**src/rtl/otp_wf_pkg.sv**
```systemverilog
package otp_wf_pkg;

  // lifecycle codes, each one a superset of the bits of the one before
  localparam logic [2:0] LC_CM = 3'b000;
  localparam logic [2:0] LC_DM = 3'b001;
  localparam logic [2:0] LC_DD = 3'b011;
  localparam logic [2:0] LC_DR = 3'b111;

  // fixed layout below the user regions
  localparam int unsigned LCW_OFF   = 32'h68;
  localparam int unsigned LOCKW_OFF = 32'h7C;
  localparam int unsigned USER_BASE = 32'h80;
  localparam int unsigned BLK_SHIFT = 4;     // 16-byte lock granule
  localparam int unsigned NSEC_CAP  = 8;     // lockable non-secure blocks
  localparam int unsigned SEC_CAP   = 16;    // lockable secure blocks
  localparam int unsigned NSEC_LBIT = 8;
  localparam int unsigned SEC_LBIT  = 16;
  localparam int unsigned NUM_FLD   = 6;

  typedef enum logic [2:0] {
    RSN_OK       = 3'd0,
    RSN_UNMAPPED = 3'd1,
    RSN_AREA     = 3'd2,
    RSN_REVOKED  = 3'd3,
    RSN_LOCKED   = 3'd4,
    RSN_RSVD     = 3'd5,
    RSN_BACKWARD = 3'd6
  } rsn_e;

  typedef enum logic [2:0] {
    RG_NONE,
    RG_FIXED,
    RG_LCW,
    RG_LOCKW,
    RG_NSEC,
    RG_SEC,
    RG_TEST
  } rgn_e;

  typedef struct packed {
    rgn_e       kind;
    logic       lockable;
    logic [4:0] lock_idx;
  } dec_t;

endpackage

```
**src/rtl/otp_wf_decode.sv**
```systemverilog
module otp_wf_decode
  import otp_wf_pkg::*;
#(
  parameter int unsigned AW         = 12,
  parameter int unsigned NSEC_BYTES = 160,
  parameter int unsigned SEC_BYTES  = 288,
  parameter int unsigned TEST_BYTES = 64
) (
  input  logic [AW-1:0] off,
  output dec_t          dec
);

  localparam int unsigned SEC_BASE  = USER_BASE + NSEC_BYTES;
  localparam int unsigned TEST_BASE = SEC_BASE + SEC_BYTES;
  localparam int unsigned END_OFF   = TEST_BASE + TEST_BYTES;

  // exclusive upper bound of each fixed field, ordered by lock bit
  localparam int unsigned FLD_END [NUM_FLD] = '{32'h04, 32'h14, 32'h18, 32'h28, 32'h48, 32'h68};

  logic [31:0] o;
  logic [31:0] blk;
  logic        hit;

  always_comb begin
    o            = 32'(off);
    blk          = '0;
    hit          = 1'b0;
    dec.kind     = RG_NONE;
    dec.lockable = 1'b0;
    dec.lock_idx = '0;
    if (o[1:0] == 2'b00) begin
      if (o < LCW_OFF) begin
        dec.kind     = RG_FIXED;
        dec.lockable = 1'b1;
        for (int i = 0; i < NUM_FLD; i++) begin
          if (!hit && o < FLD_END[i]) begin
            hit          = 1'b1;
            dec.lock_idx = 5'(i);
          end
        end
      end else if (o == LCW_OFF) begin
        dec.kind = RG_LCW;
      end else if (o == LOCKW_OFF) begin
        dec.kind = RG_LOCKW;
      end else if (o >= USER_BASE && o < SEC_BASE) begin
        dec.kind     = RG_NSEC;
        blk          = (o - USER_BASE) >> BLK_SHIFT;
        dec.lockable = (blk < NSEC_CAP);
        dec.lock_idx = dec.lockable ? 5'(NSEC_LBIT + blk) : 5'd0;
      end else if (o >= SEC_BASE && o < TEST_BASE) begin
        dec.kind     = RG_SEC;
        blk          = (o - SEC_BASE) >> BLK_SHIFT;
        dec.lockable = (blk < SEC_CAP);
        dec.lock_idx = dec.lockable ? 5'(SEC_LBIT + blk) : 5'd0;
      end else if (o >= TEST_BASE && o < END_OFF) begin
        dec.kind = RG_TEST;
      end
    end
  end

endmodule

```
**src/rtl/otp_wf_policy.sv**
```systemverilog
module otp_wf_policy
  import otp_wf_pkg::*;
(
  input  dec_t        dec,
  input  logic [2:0]  lcs,
  input  logic [31:0] lock,
  input  logic [31:0] wdata,
  output rsn_e        rsn
);

  logic       deployed;
  logic       revoked;
  logic       locked;
  logic [2:0] nxt;
  logic       nxt_valid;

  always_comb begin
    deployed  = (lcs == LC_DD) || (lcs == LC_DR);
    revoked   = (lcs == LC_DR);
    locked    = dec.lockable && lock[dec.lock_idx];
    nxt       = wdata[2:0];
    nxt_valid = (nxt == LC_CM) || (nxt == LC_DM) || (nxt == LC_DD) || (nxt == LC_DR);
    rsn       = RSN_OK;
    case (dec.kind)
      RG_NONE:  rsn = RSN_UNMAPPED;
      RG_FIXED: begin
        if (deployed)    rsn = RSN_AREA;
        else if (locked) rsn = RSN_LOCKED;
      end
      RG_SEC: begin
        if (revoked)     rsn = RSN_REVOKED;
        else if (locked) rsn = RSN_LOCKED;
      end
      RG_NSEC: begin
        if (locked) rsn = RSN_LOCKED;
      end
      RG_LCW: begin
        if (wdata[3])                                 rsn = RSN_RSVD;
        else if (!nxt_valid || ((lcs & ~nxt) != 3'b0)) rsn = RSN_BACKWARD;
      end
      default: rsn = RSN_OK;
    endcase
  end

endmodule

```
**src/rtl/otp_wf_state.sv**
```systemverilog
module otp_wf_state
  import otp_wf_pkg::*;
(
  input  logic        clk,
  input  logic        rst,
  input  logic        img_load,
  input  logic [2:0]  img_lcs,
  input  logic [31:0] img_lock,
  input  logic        upd_lcs,
  input  logic        upd_lock,
  input  logic [31:0] wdata,
  output logic [2:0]  lcs_q,
  output logic [31:0] lock_q
);

  always_ff @(posedge clk) begin
    if (rst) begin
      lcs_q  <= LC_DR;
      lock_q <= '1;
    end else if (img_load) begin
      lcs_q  <= img_lcs;
      lock_q <= img_lock;
    end else begin
      if (upd_lcs)  lcs_q  <= wdata[2:0];
      if (upd_lock) lock_q <= lock_q | wdata;
    end
  end

  AST_LCS_FORWARD: assert property (@(posedge clk) disable iff (rst)
    (!$past(rst) && !$past(img_load)) |-> ((lcs_q & $past(lcs_q)) == $past(lcs_q)));
  AST_LOCK_STICKY: assert property (@(posedge clk) disable iff (rst)
    (!$past(rst) && !$past(img_load)) |-> ((lock_q & $past(lock_q)) == $past(lock_q)));
  AST_LOAD_WINS: assert property (@(posedge clk) disable iff (rst)
    (!$past(rst) && $past(img_load)) |-> (lcs_q == $past(img_lcs) && lock_q == $past(img_lock)));

endmodule

```
**src/rtl/otp_write_filter.sv**
```systemverilog
module otp_write_filter
  import otp_wf_pkg::*;
#(
  parameter int unsigned AW         = 12,
  parameter int unsigned NSEC_BYTES = 160,
  parameter int unsigned SEC_BYTES  = 288,
  parameter int unsigned TEST_BYTES = 64
) (
  input  logic          clk,
  input  logic          rst,
  input  logic          img_load,
  input  logic [2:0]    img_lcs,
  input  logic [31:0]   img_lock,
  input  logic          req,
  input  logic [AW-1:0] req_off,
  input  logic [31:0]   req_data,
  output logic          grant,
  output logic          deny,
  output logic [2:0]    deny_code,
  output logic [AW-1:0] fuse_addr,
  output logic [31:0]   fuse_data
);

  localparam int unsigned SEC_LO = USER_BASE + NSEC_BYTES;
  localparam int unsigned SEC_HI = SEC_LO + SEC_BYTES;

  dec_t        dec;
  rsn_e        rsn;
  logic [2:0]  lcs_q;
  logic [31:0] lock_q;
  logic        pass;
  logic        upd_lcs;
  logic        upd_lock;

  otp_wf_decode #(
    .AW(AW), .NSEC_BYTES(NSEC_BYTES), .SEC_BYTES(SEC_BYTES), .TEST_BYTES(TEST_BYTES)
  ) u_dec (
    .off (req_off),
    .dec (dec)
  );

  otp_wf_policy u_pol (
    .dec   (dec),
    .lcs   (lcs_q),
    .lock  (lock_q),
    .wdata (req_data),
    .rsn   (rsn)
  );

  assign pass     = req && (rsn == RSN_OK);
  assign upd_lcs  = pass && (dec.kind == RG_LCW);
  assign upd_lock = pass && (dec.kind == RG_LOCKW);

  otp_wf_state u_st (
    .clk      (clk),
    .rst      (rst),
    .img_load (img_load),
    .img_lcs  (img_lcs),
    .img_lock (img_lock),
    .upd_lcs  (upd_lcs),
    .upd_lock (upd_lock),
    .wdata    (req_data),
    .lcs_q    (lcs_q),
    .lock_q   (lock_q)
  );

  always_ff @(posedge clk) begin
    if (rst) begin
      grant     <= 1'b0;
      deny      <= 1'b0;
      deny_code <= '0;
      fuse_addr <= '0;
      fuse_data <= '0;
    end else begin
      grant     <= pass;
      deny      <= req && !pass;
      deny_code <= req ? rsn : RSN_OK;
      fuse_addr <= pass ? req_off : '0;
      fuse_data <= pass ? req_data : '0;
    end
  end

  AST_ONE_ANSWER: assert property (@(posedge clk) disable iff (rst)
    !$past(rst) |-> ((grant || deny) == $past(req) && !(grant && deny)));
  AST_FUSE_MATCH: assert property (@(posedge clk) disable iff (rst)
    grant |-> (fuse_addr == $past(req_off) && fuse_data == $past(req_data)));
  AST_FIXED_CLOSED: assert property (@(posedge clk) disable iff (rst)
    (grant && $past(lcs_q[1])) |-> (32'(fuse_addr) >= LCW_OFF));
  AST_SEC_REVOKED: assert property (@(posedge clk) disable iff (rst)
    (grant && $past(lcs_q) == LC_DR) |-> (32'(fuse_addr) < SEC_LO || 32'(fuse_addr) >= SEC_HI));

endmodule

```
**config.mk**
```make
export PLATFORM = sky130hd
export DESIGN_NAME = otp_write_filter
export DESIGN_NICKNAME = d
export VERILOG_FILES = /design/src/rtl/otp_wf_pkg.sv /design/src/rtl/otp_wf_decode.sv /design/src/rtl/otp_wf_policy.sv /design/src/rtl/otp_wf_state.sv /design/src/rtl/otp_write_filter.sv
export SDC_FILE = /design/constraint.sdc
export NUM_CORES = 1
export LEC_CHECK = 0
export ABC_AREA = 1
export BUFFER_PORTS_ARGS = -buffer_cell sky130_fd_sc_hd__buf_4
export CAP_MARGIN = 40
export CORE_ASPECT_RATIO = 2
export CORE_MARGIN = 5
export CORE_UTILIZATION = 30
export DETAILED_ROUTE_END_ITERATION = 8
export PLACE_DENSITY_LB_ADDON = 0.1
export SYNTH_ARGS = -nofsm -noshare
export SYNTH_HDL_FRONTEND = slang
export SYNTH_SLANG_ARGS = --single-unit
```
**constraint.sdc**
```tcl
create_clock -name clk -period 2.84 [get_ports clk]
set_input_delay 0.426 -clock clk [delete_from_list [all_inputs] [get_ports clk]]
set_output_delay 0.426 -clock clk [all_outputs]
set_load 0.02 [all_outputs]
```
==> results.cfg, run 1 <==
[setup_path]
required_ns = 3.04
slowest_delay_ns = 0.21
reg2reg_depth = 10
arrival_ns = 3.16
start_kind = input port
cp_slowest_cell = clkbuf_16
crit_fanout = 9
end_kind = flop
crit_path_frequent_cell = nand2_2
crit_type = in2reg

[synth]
yosys-top-cells-count = 166 x nand2_1, 121 x nand3_1, 84 x dfxtp_1
synthAdderAreaFrac = 0.0225
ys_ff_latch = 84
synth_cell_types = 33
async_flop_share = 0
synth_mux_area_frac = 0
syn_area_per_cell_um2 = 6.90
yosys.area_share.simple = 0.432
yosysMostFrequentCell = nand2_1
syn_area_mm2 = 0.00444
synth_xor_area_frac = 0
yosysTopAreaCell = dfxtp_1
synth_ff_type = dfxtp_1
ys_seq_area_frac = 0.378
synth_compound_area_frac = 0.0718
synthCells = 644
synth_edf_count = 0
synth_top_area_share = 0.378
synth_top_cells_by_area = dfxtp_1 38%, nand2_1 14%, nand3_1 14%, nor2_2 5.6%, inv_1 4.4%
yosysWarnings = 0
synth_top_family_by_area = simple AND/OR/NAND/NOR gates

[timing]
post-route-period-util = 1.04
worst_slew_margin_rel = 0.559
setup_viol = 32
rsz0062_at_grt = yes
fmax_ghz = 0.338
drv_slew = 0
hold_viol_final = 0
skew_ns = 0.00687
finalCriticalPeriod_ns = 2.96
holdWs_ns = 0.317
tightestPinTransition_ns = 0.661
setup_ws_ns = -0.118

[job]
drv_cap = 0

[global_routing]
first_global_vias = 4693
antenna_found_initial = 0
grt_overflow = 0
grt_use_total = 0.163
grt_start_max_net_pins = 40
grt_pass1_wl_um = 23000

[cts]
cts.clk_slew.worst_paths_ns = 0.07
root_buffer = clkbuf_16
cts.sinks = 84
clockBufferDepth = 2
numCtsBuffers = 9
clock_latency_ns = 0.34
cts_hold_buf = 0
h-tree-depth = 3
cts_tree = built

[floorplan]
ios = 132
die_height_um = 182
num_rows = 63
initial_utilization = 0.303
core-area_mm2 = 0.0147
die_area_mm2 = 0.0175
die_w_um = 96.1

[pwr]
clkPwrFrac = 0.377
power.share.switching = 0.285
ir_drop_mv = 0.277
total_power_w = 0.00294
power_density_mw_per_mm2 = 417
pwr-share-seq = 0.430
p_comb_frac = 0.193
p_leak_nw = 3.49
internal-power_w = 0.00210
p_sw_w = 0.000838

[route]
vias = 4859
wirelength_um = 14900
postRouteAntennaNets = 0
drcViolationCount = 0
wl_per_cell_um = 14.1
dr.pass1.iters = 4
routed_via_density = 4.61
first_iter_violations = 174

[hold_path]
hold_depth = 3
min_path_type = in2reg

[finish]
nets = 947
design_area_mm2 = 0.00704
diodes = 0
finish.utilization = 0.480
drive_gt1_frac = 0.450
fillers = 1587
syn2layout_area_growth_pct = 58.4

[place]
gp_congestion = 0.835
port_buffers = 131
pre_cts_ws_ns = -0.556
dp_hpwl_um = 10400
placed_area_mm2 = 0.00614

[status]
outcome = complete, but fails checks
violations = setup timing
==> timing repair <==
| action | 4_1_cts | 5_1_grt |
|---|---|---|
| endpoints found under the setup margin | 75 | 77 |
| gates resized for setup | 21 | 74 |
| pin swaps | 1 | 10 |
| setup buffers | 11 | 8 |
| cloned | 1 | 6 |
==> sequential cells by signal, indices dropped and copies added (netlist names) <==
register / cells
grant: 1
u_st.lcs_q: 3
fuse_data: 32
u_st.lock_q: 32
deny: 1
deny_code: 3
fuse_addr: 12
==> layout by cell type, fill, tap and decap left out, types with 6 or more instances in the layout <==
| cell | instances |
|---|---|
| buf_4 | 204 |
| nand2_1 | 126 |
| nand3_1 | 100 |
| dfxtp_1 | 84 |
| inv_1 | 48 |
| nor2_2 | 43 |
| nand2_2 | 42 |
| o21ai_0 | 37 |
| nor2_1 | 29 |
| nand3_2 | 22 |
| nand4_1 | 20 |
| clkbuf_16 | 14 |
| inv_2 | 10 |
| a21oi_1 | 8 |
| buf_6 | 8 |
| nor2_4 | 7 |
| ha_1 | 6 |
| buf_12 | 6 |
==> area by class of cell <==
cell class | instances | area [um2] | share of cell area
multi-input combinational | 471 | 2660 | 0.377
timing repair buffer | 226 | 1920 | 0.273
sequential | 84 | 1680 | 0.239
inverter | 64 | 262 | 0.0371
tap | 195 | 244 | 0.0346
clock buffer | 9 | 225 | 0.0320
clock inverter | 6 | 48.8 | 0.00693
==> path summary, 6_finish.rpt <==
| path | slack, ns | from | end |
|---|---|---|---|
| worst max-delay path | -0.12 | req_off[6] | u_st.lock_q[21] |
| worst max register to register | 0.94 | u_st.lcs_q[0] | u_st.lock_q[21] |
| worst min-delay path | 0.32 | img_lcs[1] | u_st.lcs_q[1] |
| worst min register to register | 0.51 | u_st.lock_q[25] | u_st.lock_q[25] |
==> through the flow <==
stage | std cells | TNS (ns)
after global routing | 1055 | -17.61
final | 1055 | -1.83
after floorplan | 647 | -1.68
after detailed placement | 1015 | -39.18
after CTS | 1042 | -0.0479
after global placement | 1015 | -31.45
==> power by group through the flow <==
| stage | Clock, W | Combinational, W | Sequential, W |
|---|---|---|---|
| global route | 0.00119 | 0.000635 | 0.00127 |
| global placement | 0 | 0.000493 | 0.00129 |
| detailed placement | 0 | 0.000496 | 0.00129 |
| CTS | 0.00114 | 0.000517 | 0.00126 |
| floorplan | 0 | 0.000246 | 0.00129 |
| finish | 0.00111 | 0.000568 | 0.00126 |
==> metal layers <==
metal | GRT usage | vias up | share of wire
met1 | 0.209 | 2208 | 0.42
met2 | 0.271 | 115 | 0.51
met4 | 0.0519 | 0 | 0.020
met3 | 0.0309 | 18 | 0.052
li1 | - | 2518 | -
met5 | 0 | - | 0
==> critical path, delay by kind of cell <==
family | cells | cell delay, ns
buf+inv | 7 | 0.80
simple gates | 22 | 1.74
fa+ha+maj | 1 | 0.18
==> cell families (layout without fill, tap and decap cells) <==
family / Yosys count / in the layout
DFF: 84 / 84
buffers and inverters: 93 / 305
and+or+nand+nor: 400 / 401
other: 1 / 4
AOI/OAI and AO/OA: 58 / 58
adders and majority gates: 8 / 8
Power figures use the tool's default switching activity.
==> run 2: changes to the inputs <==
ABC_AREA = 0   (was 1)
==> results.cfg, run 2 <==
[synth]
yosysTopAreaCell = dfxtp_1
yosysMostFrequentCell = dfxtp_1
yosys-top-cells-count = 84 x dfxtp_1, 54 x nand2_1, 40 x and3_1
synthCells = 428
syn_area_per_cell_um2 = 9.29
async_flop_share = 0
syn_area_mm2 = 0.00398
synth_ff_type = dfxtp_1
ys_ff_latch = 84
synth_top_area_share = 0.423
yosysWarnings = 0
synth_cell_types = 64
synth_edf_count = 0
ys_seq_area_frac = 0.423
synth_top_cells_by_area = dfxtp_1 42%, mux2i_1 8.6%, and3_1 6.3%, nand2_1 5.1%, nand3_1 4.0%

[cts]
root_buffer = clkbuf_16
clockBufferDepth = 2
numCtsBuffers = 9
cts.sinks = 84
cts_hold_buf = 0
cts.clk_slew.worst_paths_ns = 0.06
cts_tree = built
clock_latency_ns = 0.34
h-tree-depth = 3

[global_routing]
grt_pass1_wl_um = 23100
antenna_found_initial = 0
grt_overflow = 0
grt_use_total = 0.188
top_usage_layer = met2
grtUsageMet1 = 0.165
gr-usage-met2 = 0.384
first_global_vias = 4381
grtUsageMet3 = 0.0296
grt_start_max_net_pins = 38

[hold_path]
min_path_type = in2reg

[place]
pre_cts_ws_ns = -0.923
dp.cells = 762
port_buffers = 131
gp_congestion = 0.843
dp_hpwl_um = 11500

[timing]
timing.setup.tns_ns = -18.49
drv_slew = 0
setup_ws_ns = -0.478
worst_slew_margin_rel = 0.595
hold_viol_final = 0
finalCriticalPeriod_ns = 3.32
skew_ns = 0.00919
tightestPinTransition_ns = 0.607
post-route-period-util = 1.17
fmax_ghz = 0.301
rsz0062_at_grt = yes
setup_viol = 43

[floorplan]
die_w_um = 91.4
initial_utilization = 0.306
die_area_mm2 = 0.0158
die_height_um = 173
core-area_mm2 = 0.0130
ios = 132
num_rows = 59

[route]
drcViolationCount = 0
vias = 4039
wirelength_um = 14800
routed_via_density = 5.06
postRouteAntennaNets = 0
dr.pass1.iters = 5
first_iter_violations = 171
wl_per_cell_um = 18.5

[finish]
fillers = 1262
multi_input_area_mm2 = 0.00237
layout_commonest_cell = buf_4
syn2layout_area_growth_pct = 62.7
drive_gt1_frac = 0.478
layout_common_cells = 209 x buf_4, 84 x dfxtp_1, 52 x nand2_1
diodes = 0
fin_cells = 799
seq_area_mm2 = 0.00168
nets = 734
largestRegisters = fuse_data x32, u_st.lock_q x32, fuse_addr x12

[pwr]
total_power_w = 0.00284
p_leak_nw = 2.99
ir_drop_mv = 0.343
power_density_mw_per_mm2 = 439

[setup_path]
worst-r2r-setup-slack_ns = 0.58
r2r-start = u_st.lcs_q[0]
required_ns = 3.07
critical_path.endpoint = fuse_addr[4]
cp-startpoint = req_off[7]
end_kind = flop
r2r_end = fuse_addr[4]
arrival_ns = 3.55
reg2reg_depth = 12
crit_fanout = 6
crit_type = in2reg
start_kind = input port

[status]
violations = setup timing
outcome = complete, but fails checks

[job]
drv_cap = 0
[run 2: cell types whose count changed in the layout (fill, tap and decap cells not counted), sizes merged, moves of 6 or more]
cell   delta
o21ai    -31
buf       +6
mux2i    +34
inv      -58
nand4    -19
and3     +41
nor2     -61
a31oi     +7
nand3    -92
mux2     +13
nand2   -118
nor4      +6
[run 2: cell families after synthesis]
kind of cell | count (synthesis) | share of synthesized area
simple gates | 192 | 0.255
fa+ha+maj | 8 | 0.0252
other cells | 1 | 0.000943
flops | 84 | 0.423
compound gates | 61 | 0.122
buf+inv | 34 | 0.0491
xor+xnor | 1 | 0.00220
mux | 47 | 0.122
[run 2: how the worst min path moves through the flow]
| stage | from | to | slack, ns | depth (start not counted) |
|---|---|---|---|---|
| global placement | u_st.lock_q[21] | u_st.lock_q[21] | 0.47 | 2 |
| finish | req_data[31] | u_st.lock_q[31] | 0.30 | 2 |
| global route | req_data[23] | u_st.lock_q[23] | 0.31 | 3 |
| detailed placement | u_st.lock_q[13] | u_st.lock_q[13] | 0.47 | 2 |
| CTS | req_data[31] | u_st.lock_q[31] | 0.29 | 2 |
| floorplan | u_st.lock_q[11] | u_st.lock_q[11] | 0.45 | 2 |
[run 2: final cells by class]
class	count	share of cell area
clock inverter	4	0.00406
sequential	84	0.260
multi-input combinational	313	0.367
tap	152	0.0294
timing repair buffer	227	0.294
inverter	8	0.00774
clock buffer	11	0.0375
[run 2: power by group]
group          total [W]  internal (W)  switching [W]  leakage, nW
clock            0.00109      0.000610       0.000475        0.131
sequential       0.00124       0.00122      0.0000244        0.687
combinational   0.000508      0.000276       0.000233         2.17
[run 2: critical path, cell delays in order]
cell and delay (ns):
buf_12 0.10, inv_8 0.04, ha_4 0.15, nor2b_4 0.14
or4_4 0.53, buf_4 0.16, a21oi_4 0.17, o221ai_4 0.15
nand2_4 0.15, buf_4 0.12, mux2i_1 0.07, a21oi_1 0.19
o221ai_2 0.15, a41oi_4 0.29, a21oi_4 0.10, buf_12 0.15
buf_12 0.12, buf_12 0.12, and3_2 0.18
[run 2: per-stage QoR]
step	hold slack, ns	cell area [um2]	util
detailed placement	0.475	5630	0.434
finish	0.300	6470	0.498
CTS	0.294	6410	0.493
global route	0.311	6470	0.498
floorplan	0.452	4060	-
global placement	0.473	5630	0.434
[run 2: layer usage]
layer | wire (um) | share of wire
met3 | 483 | 0.033
met1 | 4610 | 0.31
met5 | 0 | 0
met4 | 645 | 0.044
met2 | 9080 | 0.61
[run 2: what timing repair did]
item                                    4_1_cts  5_1_grt
hold endpoints to repair                      0        0
endpoints found under the setup margin       46       46
pin swaps                                    13        4
gates resized for setup                      55        9
cloned                                        3        0
setup buffers                                19        1
